**config.mk**
```make
export PLATFORM = sky130hd
export DESIGN_NAME = rtc_rate_divider
export DESIGN_NICKNAME = d
export VERILOG_FILES = /design/src/rtl/rtc_pdiv_pkg.sv /design/src/rtl/rtc_pdiv_prescale.sv /design/src/rtl/rtc_pdiv_chain.sv /design/src/rtl/rtc_pdiv_tapsel.sv /design/src/rtl/rtc_rate_divider.sv
export SDC_FILE = /design/constraint.sdc
export NUM_CORES = 1
export LEC_CHECK = 0
export BUFFER_PORTS_ARGS = -buffer_cell sky130_fd_sc_hd__buf_2
export CAP_MARGIN = 20
export CORE_UTILIZATION = 40
export CTS_CLUSTER_SIZE = 14
export DETAILED_ROUTE_END_ITERATION = 10
export PLACE_DENSITY = 0.63
export SLEW_MARGIN = 25
export SYNTH_ARGS = -nofsm -noshare
export SYNTH_HDL_FRONTEND = slang
export SYNTH_HIERARCHICAL = 1
export SYNTH_SLANG_ARGS = --single-unit
```
**constraint.sdc**
```tcl
create_clock -name clk -period 2.05 [get_ports clk]
set_input_delay 0.205 -clock clk [delete_from_list [all_inputs] [get_ports clk]]
set_output_delay 0.205 -clock clk [all_outputs]
set_load 0.02 [all_outputs]
```
**src/rtl/rtc_pdiv_pkg.sv**
```systemverilog
package rtc_pdiv_pkg;
  // stages in the binary divider after the prescaler
  localparam int CHAIN_W = 15;
  // width of a tap index: 0 off, 1 every base tick, k+2 stage k
  localparam int TAP_W   = 5;
  localparam int DIV_W   = 3;
  localparam int RATE_W  = 4;

  // base codes 6 and 7 keep the divider cleared
  function automatic logic is_hold(input logic [DIV_W-1:0] d);
    return d[2] & d[1];
  endfunction

  // base codes 2..5 run straight from the 32 kHz strobe
  function automatic logic is_slow_base(input logic [DIV_W-1:0] d);
    return d[2:1] != 2'b00;
  endfunction

  // maps rate code to the chain stage whose rising edge is the tick
  function automatic logic [TAP_W-1:0] tap_of(input logic [RATE_W-1:0] r,
                                               input logic slow);
    logic [TAP_W-1:0] t;
    case (r)
      4'd0:    t = '0;
      4'd1:    t = slow ? TAP_W'(8) : TAP_W'(1);
      4'd2:    t = slow ? TAP_W'(9) : TAP_W'(2);
      default: t = TAP_W'(r);
    endcase
    return t;
  endfunction
endpackage

```
**src/rtl/rtc_pdiv_prescale.sv**
```systemverilog
module rtc_pdiv_prescale
  import rtc_pdiv_pkg::*;
#(
  parameter int PRE_4M = 128,
  parameter int PRE_1M = 32
) (
  input  logic             clk,
  input  logic             rst_n,
  input  logic             hold,
  input  logic             stb,
  input  logic [DIV_W-1:0] div_sel,
  output logic             base_tick
);
  localparam int CW = $clog2(PRE_4M + 1);
  localparam logic [CW-1:0] LAST_4M = CW'(PRE_4M - 1);
  localparam logic [CW-1:0] LAST_1M = CW'(PRE_1M - 1);

  logic [CW-1:0] cnt;
  logic [CW-1:0] last;
  logic          wrap;

  always_comb begin
    case (div_sel)
      3'd0:    last = LAST_4M;
      3'd1:    last = LAST_1M;
      default: last = '0;
    endcase
  end

  assign wrap = stb && (cnt >= last);

  always_ff @(posedge clk or negedge rst_n) begin
    if (!rst_n) begin
      cnt       <= '0;
      base_tick <= 1'b0;
    end else if (hold) begin
      cnt       <= '0;
      base_tick <= 1'b0;
    end else begin
      base_tick <= wrap;
      if (wrap)     cnt <= '0;
      else if (stb) cnt <= cnt + 1'b1;
    end
  end
endmodule

```
**src/rtl/rtc_pdiv_chain.sv**
```systemverilog
module rtc_pdiv_chain #(
  parameter int W = 15
) (
  input  logic         clk,
  input  logic         rst_n,
  input  logic         hold,
  input  logic         adv,
  output logic [W-1:0] rise
);
  logic [W-1:0] cnt;
  logic [W-1:0] nxt;

  assign nxt = cnt + 1'b1;

  // a stage rises when the increment carries into it
  genvar i;
  generate
    for (i = 0; i < W; i++) begin : g_rise
      assign rise[i] = adv & nxt[i] & ~cnt[i];
    end
  endgenerate

  always_ff @(posedge clk or negedge rst_n) begin
    if (!rst_n)   cnt <= '0;
    else if (hold) cnt <= '0;
    else if (adv)  cnt <= nxt;
  end
endmodule

```
**src/rtl/rtc_pdiv_tapsel.sv**
```systemverilog
module rtc_pdiv_tapsel
  import rtc_pdiv_pkg::*;
#(
  parameter int W = 15
) (
  input  logic [W-1:0]      rise,
  input  logic              adv,
  input  logic [RATE_W-1:0] rate_sel,
  input  logic              slow,
  output logic              per_rise
);
  logic [TAP_W-1:0] tap;
  logic [31:0]      ext;

  assign tap      = tap_of(rate_sel, slow);
  assign ext      = 32'({rise, adv, 1'b0});
  assign per_rise = ext[tap];
endmodule

```
**src/rtl/rtc_rate_divider.sv**
```systemverilog
module rtc_rate_divider
  import rtc_pdiv_pkg::*;
#(
  parameter int PRE_4M = 128,
  parameter int PRE_1M = 32
) (
  input  logic              clk,
  input  logic              rst_n,
  input  logic              osc_stb,
  input  logic [DIV_W-1:0]  div_sel,
  input  logic [RATE_W-1:0] rate_sel,
  output logic              per_tick,
  output logic              sec_tick
);
  logic               hold;
  logic               slow;
  logic               base_tick;
  logic [CHAIN_W-1:0] rise;
  logic               per_rise;

  assign hold = is_hold(div_sel);
  assign slow = is_slow_base(div_sel);

  rtc_pdiv_prescale #(.PRE_4M(PRE_4M), .PRE_1M(PRE_1M)) u_pre (
    .clk(clk), .rst_n(rst_n), .hold(hold), .stb(osc_stb),
    .div_sel(div_sel), .base_tick(base_tick)
  );

  rtc_pdiv_chain #(.W(CHAIN_W)) u_chain (
    .clk(clk), .rst_n(rst_n), .hold(hold), .adv(base_tick), .rise(rise)
  );

  rtc_pdiv_tapsel #(.W(CHAIN_W)) u_tap (
    .rise(rise), .adv(base_tick), .rate_sel(rate_sel), .slow(slow),
    .per_rise(per_rise)
  );

  always_ff @(posedge clk or negedge rst_n) begin
    if (!rst_n) begin
      per_tick <= 1'b0;
      sec_tick <= 1'b0;
    end else if (hold) begin
      per_tick <= 1'b0;
      sec_tick <= 1'b0;
    end else begin
      per_tick <= per_rise;
      sec_tick <= rise[CHAIN_W-1];
    end
  end
endmodule

```
==> results of run 1 <==
worst register-to-register path, stage by stage (launching register included):
cell      delay, ns
dfrtp_2        0.43
nand4_4        0.12
or4_4          0.58
nor2_4         0.10
o32ai_1        0.09
nor3_1         0.17
nand2_1        0.08
a311oi_1       0.23
a21boi_2       0.20
cell families after synthesis:
family,after synthesis
XOR/XNOR,11
AND/OR/NAND/NOR,117
buffers and inverters,13
adder cells (fa/ha/maj),5
AO/OA/AOI/OAI,37
multiplexers,1
flip-flops,26
where the power goes:
group	internal [W]	switching (W)
logic	0.000128	0.000127
clock network	0.000132	0.000152
registers	0.000540	0.0000343
through the flow:
stage	instance area, sq um	std cells	hold WS, ns	utilization (%)
after floorplan	1780	210	-0.0906	-
after global placement	1970	279	0.256	47.6
after detailed placement	1970	279	0.242	47.6
after CTS	2050	285	0.234	49.4
after global routing	2110	288	0.250	51.0
final	2110	288	0.235	51.0
final cells by class:
| cell class | instances | area share (%) |
|---|---|---|
| clock buffers | 3 | 1.95 |
| inverters | 5 | 0.888 |
| multi-input cells | 171 | 52.8 |
| flip-flops and latches | 26 | 30.9 |
| well taps | 50 | 2.96 |
| repair buffers | 33 | 10.5 |
synth_stat cells, types with 2 or more instances:
master	count	area, sq um
a21oi_1	14	70.1
o21ai_0	3	15.0
nand2b_1	10	62.6
or4_4	2	22.5
buf_2	3	15.0
xor2_1	6	52.6
or3_1	2	12.5
nor4_1	2	12.5
o21a_1	2	15.0
nand2_1	15	56.3
and2_1	2	12.5
xnor2_1	5	43.8
nand3_1	20	100
and3_1	4	25.0
nor2_1	30	113
inv_1	5	18.8
nor2b_1	3	18.8
buf_4	3	22.5
nand3b_1	2	15.0
o21ai_1	4	20.0
clkbuf_1	2	7.51
nor3_1	7	35.0
ha_1	5	62.6
a31oi_1	2	12.5
nor3b_1	2	15.0
or2_1	2	12.5
dfrtp_1	26	651
a21boi_0	2	15.0
metal layers:
metal / vias up / share of wire, % / wire length, microns / global-route usage (%)
li1: 799 / - / - / -
met4: 0 / 1.4 / 53 / 4.34
met3: 4 / 3.1 / 119 / 4.11
met2: 19 / 49 / 1920 / 32.6
met5: - / 0 / 0 / 0
met1: 740 / 46 / 1800 / 23.5
how the worst max path moves through the flow:
stage / to / slack, ns / depth (start not counted)
after floorplan: per_tick$_DFF_PN0_ / 0.02 / 9
after global placement: u_pre/cnt[5]$_DFFE_PN0P_ / -0.08 / 9
after detailed placement: u_pre/cnt[5]$_DFFE_PN0P_ / -0.12 / 9
after CTS: per_tick$_DFF_PN0_ / 0.01 / 8
after global routing: per_tick$_DFF_PN0_ / -0.13 / 8
final: per_tick$_DFF_PN0_ / -0.007 / 8
sequential cells by signal, indices dropped and copies added, names as in the netlist:
name,cells
sec_tick,1
u_pre/cnt,8
u_chain/cnt,15
per_tick,1
u_pre/base_tick,1
timing repair:
action | in CTS | in global routing
endpoints found under the hold margin | 26 | 0
pin swaps | 1 | 5
resized for setup | 3 | 10
setup endpoints to repair | 1 | 6
hold buffers | 1 | 0
setup buffers | 2 | 3
==> metrics.yaml, run 1 <==
layout:
  layout_commonest_cell: "nor2_1"
  seqCellArea_sq_um: 653
  area_delta_synth_final_pct: 18.8
  layout-drive-gt1-share_pct: 23.5
  n_antenna_cell: 0
  multi_input_area_sq_um: 1110
  fin_nets: 255
  final_cell_mix: "nor2_1, dfrtp_1, buf_4"
  fill_cells: 410
place:
  dp_slack_ns: -0.123
  portBuffers: 11
  hpwl_microns: 2820
  finalWeightedCongestion: 0.810
hold_path:
  worstHoldEndpoint: "per_tick$_DFF_PN0_"
  holdPathStages: 3
  worstHoldStart: "div_sel[1]"
  hp-class: "in -> reg"
setup_path:
  path_max_fanout: 5
  cp_slowest_stage_delay_ns: 0.57
  worstPathBufferInverterCount: 0
  rrSetupSlack_ns: -0.007
  cp-startpoint: "u_chain/cnt[1]$_DFFE_PN0P_"
  reg2reg_to: "per_tick$_DFF_PN0_"
  slowest_stage: "or4_4"
  reg2reg_from: "u_chain/cnt[1]$_DFFE_PN0P_"
  path_cells: "nand4_4, or4_4, nor2_4, o32ai_1, nor3_1, nand2_1, a311oi_1, a21boi_2"
  crit_family: "simple AND/OR/NAND/NOR gates"
  path_class: "reg -> reg"
  reg2reg_depth: 8
  crit_arrival_ns: 2.26
  required_ns: 2.25
  cp-start-kind: "flip-flop"
  end_kind: "flip-flop"
global_routing:
  grt_pass1_wl_microns: 6550
  grt_max_degree: 27
  grt.total_usage_pct: 18.7
  antenna_found_initial: 0
  grt_overflow: 0
  grt_pass1_vias: 1466
floorplanning:
  die_w_microns: 68.7
  coreArea_sq_um: 4140
  die_h_microns: 68.7
  num_rows: 23
  io_pins: 12
  dieArea_sq_um: 4720
  initial_core_util_pct: 42.9
power_and_ir_drop:
  p_leak_nw: 0.941
  ir_worst_vdd_v: 0.000516
  power_density_nw_per_um2: 527
  power_w: 0.00111
flow_run:
  maxCapViolations: 0
routing:
  route.vias.total: 1562
  dr.pass1.iters: 4
  ant_nets: 0
  wl_per_cell_microns: 13.5
  finalWirelength_microns: 3890
  viasPerCell: 5.42
  drc: 0
  drt-initial-drc-count: 66
timing:
  finalMaxSlewViolations: 0
  final.setup.tns_ns: -0.00749
  rsz0062_at_grt: "yes"
  fin_crit_sh_pct: 100
  period_minus_slack_ns: 2.06
  worst_pin_slew_ns: 0.576
  finClkSkew_ns: 0.00369
  slew_headroom_pct: 61.6
  finalHoldViolCount: 0
  setup_violations: 1
  setup_ws_ns: -0.00749
  fmax_mhz: 486
run_status:
  violations: "setup timing"
  outcome: "finished with violations"
clock_tree:
  cts_tree: "done"
  cts-root-buf: "clkbuf_8"
  clkLatencyLatePin_ns: 0.26
  clk_pin_slew_ns: 0.09
  clockBufferDepth: 2
  cts_buffers: 3
  cts.sinks: 26
  h-tree-depth: 1
yosys:
  ys_seq_area_share_pct: 36.6
  avgSynthCellArea_sq_um: 8.47
  synth-main-ff-cell: "dfrtp_1"
  synth_fa_ha_area_share_pct: 3.52
  syn-num-nets: 225
  synth_xor_xnor_area_share_pct: 5.41
  synth_compound_area_share_pct: 13.6
  synth_top_family_by_area: "simple AND/OR/NAND/NOR gates"
  ys_seq_elements: 26
  async_reset_ff_share_pct: 100
  synthesis.instances: 210
  yosys_warnings: 6
  muxShareOfSynthArea_pct: 0.563
  synth-edff-count: 0
  netlist_area_sq_um: 1780
  synth.distinct_cells: 53
  synth-simple-area-share_pct: 36.7
(Power assumes the default switching activity.)
==> run 2: changes to the inputs <==
- CELL_PAD_IN_SITES_DETAIL_PLACEMENT: not set -> 0
- CELL_PAD_IN_SITES_GLOBAL_PLACEMENT: not set -> 1
- PLACE_DENSITY: 0.63 -> 0.75
- clock period: 2.05 -> 2.52 ns (I/O delays scaled with it)
==> metrics.yaml, run 2 (synthesis results as in run 1) <==
run_status:
  outcome: "finished with violations"
  violations: "hold timing"
global_routing:
  grt_pass1_wl_microns: 6640  # +1.4%
  grt_max_degree: 27  # unchanged
  antenna_found_initial: 0  # unchanged
  grt_pass1_vias: 1428  # -2.6%
  grt.total_usage_pct: 18.9  # +0.13 points
  grt_overflow: 0  # unchanged
layout:
  top_regs: "u_chain/cnt (15), u_pre/cnt (8)"
  area_delta_synth_final_pct: 9.63
  fin_area_sq_um: 1950  # -7.7%
  fin_nets: 238  # -6.7%
  fill_cells: 428  # +4.4%
  largest_reg_flops: 15  # unchanged
  n_antenna_cell: 0  # unchanged
  layout-drive-gt1-share_pct: 14.9  # -8.7 points
  final_cell_mix: "nor2_1, dfrtp_1, nand3_1"
  largest_register: "u_chain/cnt"
  layout_commonest_cell: "nor2_1"
setup_path:
  path_cells: "nand4_2, or4_4, nor2_1, o32ai_1, nor3_1, nand2_1, a311oi_1, a21boi_0"
  worstPathBufferInverterCount: 0  # unchanged
  cp_slowest_stage_delay_ns: 0.55  # -0.02 ns
  crit_family: "simple AND/OR/NAND/NOR gates"
  required_ns: 2.70  # +0.45 ns
  end_kind: "flip-flop"
  slowest_stage: "or4_4"
  crit_arrival_ns: 2.52  # +0.26 ns
  path_class: "reg -> reg"
  reg2reg_from: "u_chain/cnt[0]$_DFFE_PN0P_"
  path_max_fanout: 5  # unchanged
  reg2reg_depth: 8  # unchanged
  rrSetupSlack_ns: 0.18  # +0.19 ns
  reg2reg_to: "per_tick$_DFF_PN0_"
  cp-start-kind: "flip-flop"
routing:
  drt-initial-drc-count: 66  # unchanged
  route.vias.total: 1541  # -1.3%
  dr.pass1.iters: 4  # unchanged
  wl_per_cell_microns: 14.5  # +7.0%
  ant_nets: 0  # unchanged
  viasPerCell: 5.67  # +4.5%
  finalWirelength_microns: 3930  # +1.0%
  drc: 0  # unchanged
power_and_ir_drop:
  p_switching_w: 0.000247  # -21%
  ir_worst_vdd_v: 0.000212  # -59%
  clkPwrFrac_pct: 30.0  # +4.5 points
  p_seq_share_pct: 52.7  # +1.1 points
  swShare_pct: 27.8  # -0.30 points
  p_comb_share_pct: 17.3  # -5.6 points
  p_int_w: 0.000639  # -20%
  power_density_nw_per_um2: 454  # -14%
  p_leak_nw: 0.860  # -8.6%
timing:
  fin_crit_sh_pct: 92.7  # -7.7 points
  worst_hold_slack_ns: -0.0149  # -0.250 ns
  setup_ws_ns: 0.184  # +0.191 ns
  fmax_mhz: 428  # -12%
  setup_violations: 0  # -1
  finalMaxSlewViolations: 0  # unchanged
  finClkSkew_ns: 0.00515  # +0.00147 ns
  worst_pin_slew_ns: 0.697  # +0.122 ns
  period_minus_slack_ns: 2.34  # +0.279 ns
  finalHoldViolCount: 26  # +26
  slew_headroom_pct: 53.5  # -8.1 points
  final.setup.tns_ns: 0  # +0.00749 ns
  rsz0062_at_grt: "no"
clock_tree:
  cts-root-buf: "clkbuf_8"
  clk_pin_slew_ns: 0.09  # about the same
  ctsHoldBuffers: 0  # -1
  clkLatencyLatePin_ns: 0.27  # about the same
  cts_buffers: 3  # unchanged
  cts.sinks: 26  # unchanged
  cts_tree: "done"
  h-tree-depth: 1  # unchanged
  clockBufferDepth: 2  # unchanged
floorplanning:
  coreArea_sq_um: 4140  # unchanged
  die_h_microns: 68.7  # unchanged
  num_rows: 23  # unchanged
  io_pins: 12  # unchanged
  initial_core_util_pct: 42.9  # unchanged
  dieArea_sq_um: 4720  # unchanged
  die_w_microns: 68.7  # unchanged
place:
  post_dp_cell_area_sq_um: 1890  # -4.2%
  hpwl_microns: 2880  # +1.9%
  dp_slack_ns: 0.122  # +0.245 ns
  finalWeightedCongestion: 0.748  # -7.6%
  portBuffers: 11  # unchanged
flow_run:
  maxCapViolations: 0  # unchanged
hold_path:
  hp-class: "in -> async"
[run 2: layout make-up]
cell class / count / area, sq um / share of cell area, %
clock buffers: 4 / 55.1 / 2.82
repair buffers: 16 / 92.6 / 4.75
flip-flops and latches: 26 / 651 / 33.4
multi-input cells: 171 / 1070 / 54.9
well taps: 50 / 62.6 / 3.21
inverters: 5 / 18.8 / 0.962
[run 2: metal layers]
| metal | global-route usage, % | part of all wire (%) |
|---|---|---|
| met1 | 24.7 | 49 |
| met2 | 32.4 | 48 |
| met3 | 2.80 | 2.3 |
| met4 | 4.85 | 0.99 |
| met5 | 0 | 0 |
[run 2: worst register-to-register path: cells and delay by family, from the launching register on]
kind	cells	cell delay, ns
flops	1	0.46
compound gates	3	0.73
simple gates	5	1.07
[run 2: per-stage QoR]
| stage | power, W | instances | utilization [%] |
|---|---|---|---|
| floorplan | 0.000580 | 210 | - |
| global placement | 0.000619 | 268 | 45.6 |
| detailed placement | 0.000627 | 268 | 45.6 |
| CTS | 0.000898 | 272 | 46.9 |
| global route | 0.000939 | 272 | 47.1 |
| finish | 0.000886 | 272 | 47.1 |
[run 2: timing repair]
item / 4_1_cts / 5_1_grt
buffers inserted: 0 / 0
gates resized for setup: 0 / 1
endpoints found under the setup margin: 0 / 1
[run 2: worst max path at each step]
stage / slack (ns) / depth (start not counted) / endpoint / start
floorplan: 0.45 / 9 / per_tick$_DFF_PN0_ / u_pre/base_tick$_DFF_PN0_
global placement: 0.17 / 8 / u_pre/cnt[5]$_DFFE_PN0P_ / div_sel[1]
detailed placement: 0.12 / 8 / u_pre/cnt[5]$_DFFE_PN0P_ / div_sel[1]
CTS: 0.16 / 9 / per_tick$_DFF_PN0_ / u_chain/cnt[0]$_DFFE_PN0P_
global route: 0.07 / 8 / per_tick$_DFF_PN0_ / u_chain/cnt[0]$_DFFE_PN0P_
finish: 0.18 / 8 / per_tick$_DFF_PN0_ / u_chain/cnt[0]$_DFFE_PN0P_
[run 2: power groups by stage]
stage | logic, W | clock network (W) | registers [W]
3_3_place_gp | 0.000146 | 0 | 0.000473
2_1_floorplan | 0.000110 | 0 | 0.000470
4_1_cts | 0.000154 | 0.000278 | 0.000467
5_1_grt | 0.000172 | 0.000296 | 0.000471
3_5_place_dp | 0.000152 | 0 | 0.000475
6_report | 0.000153 | 0.000266 | 0.000467
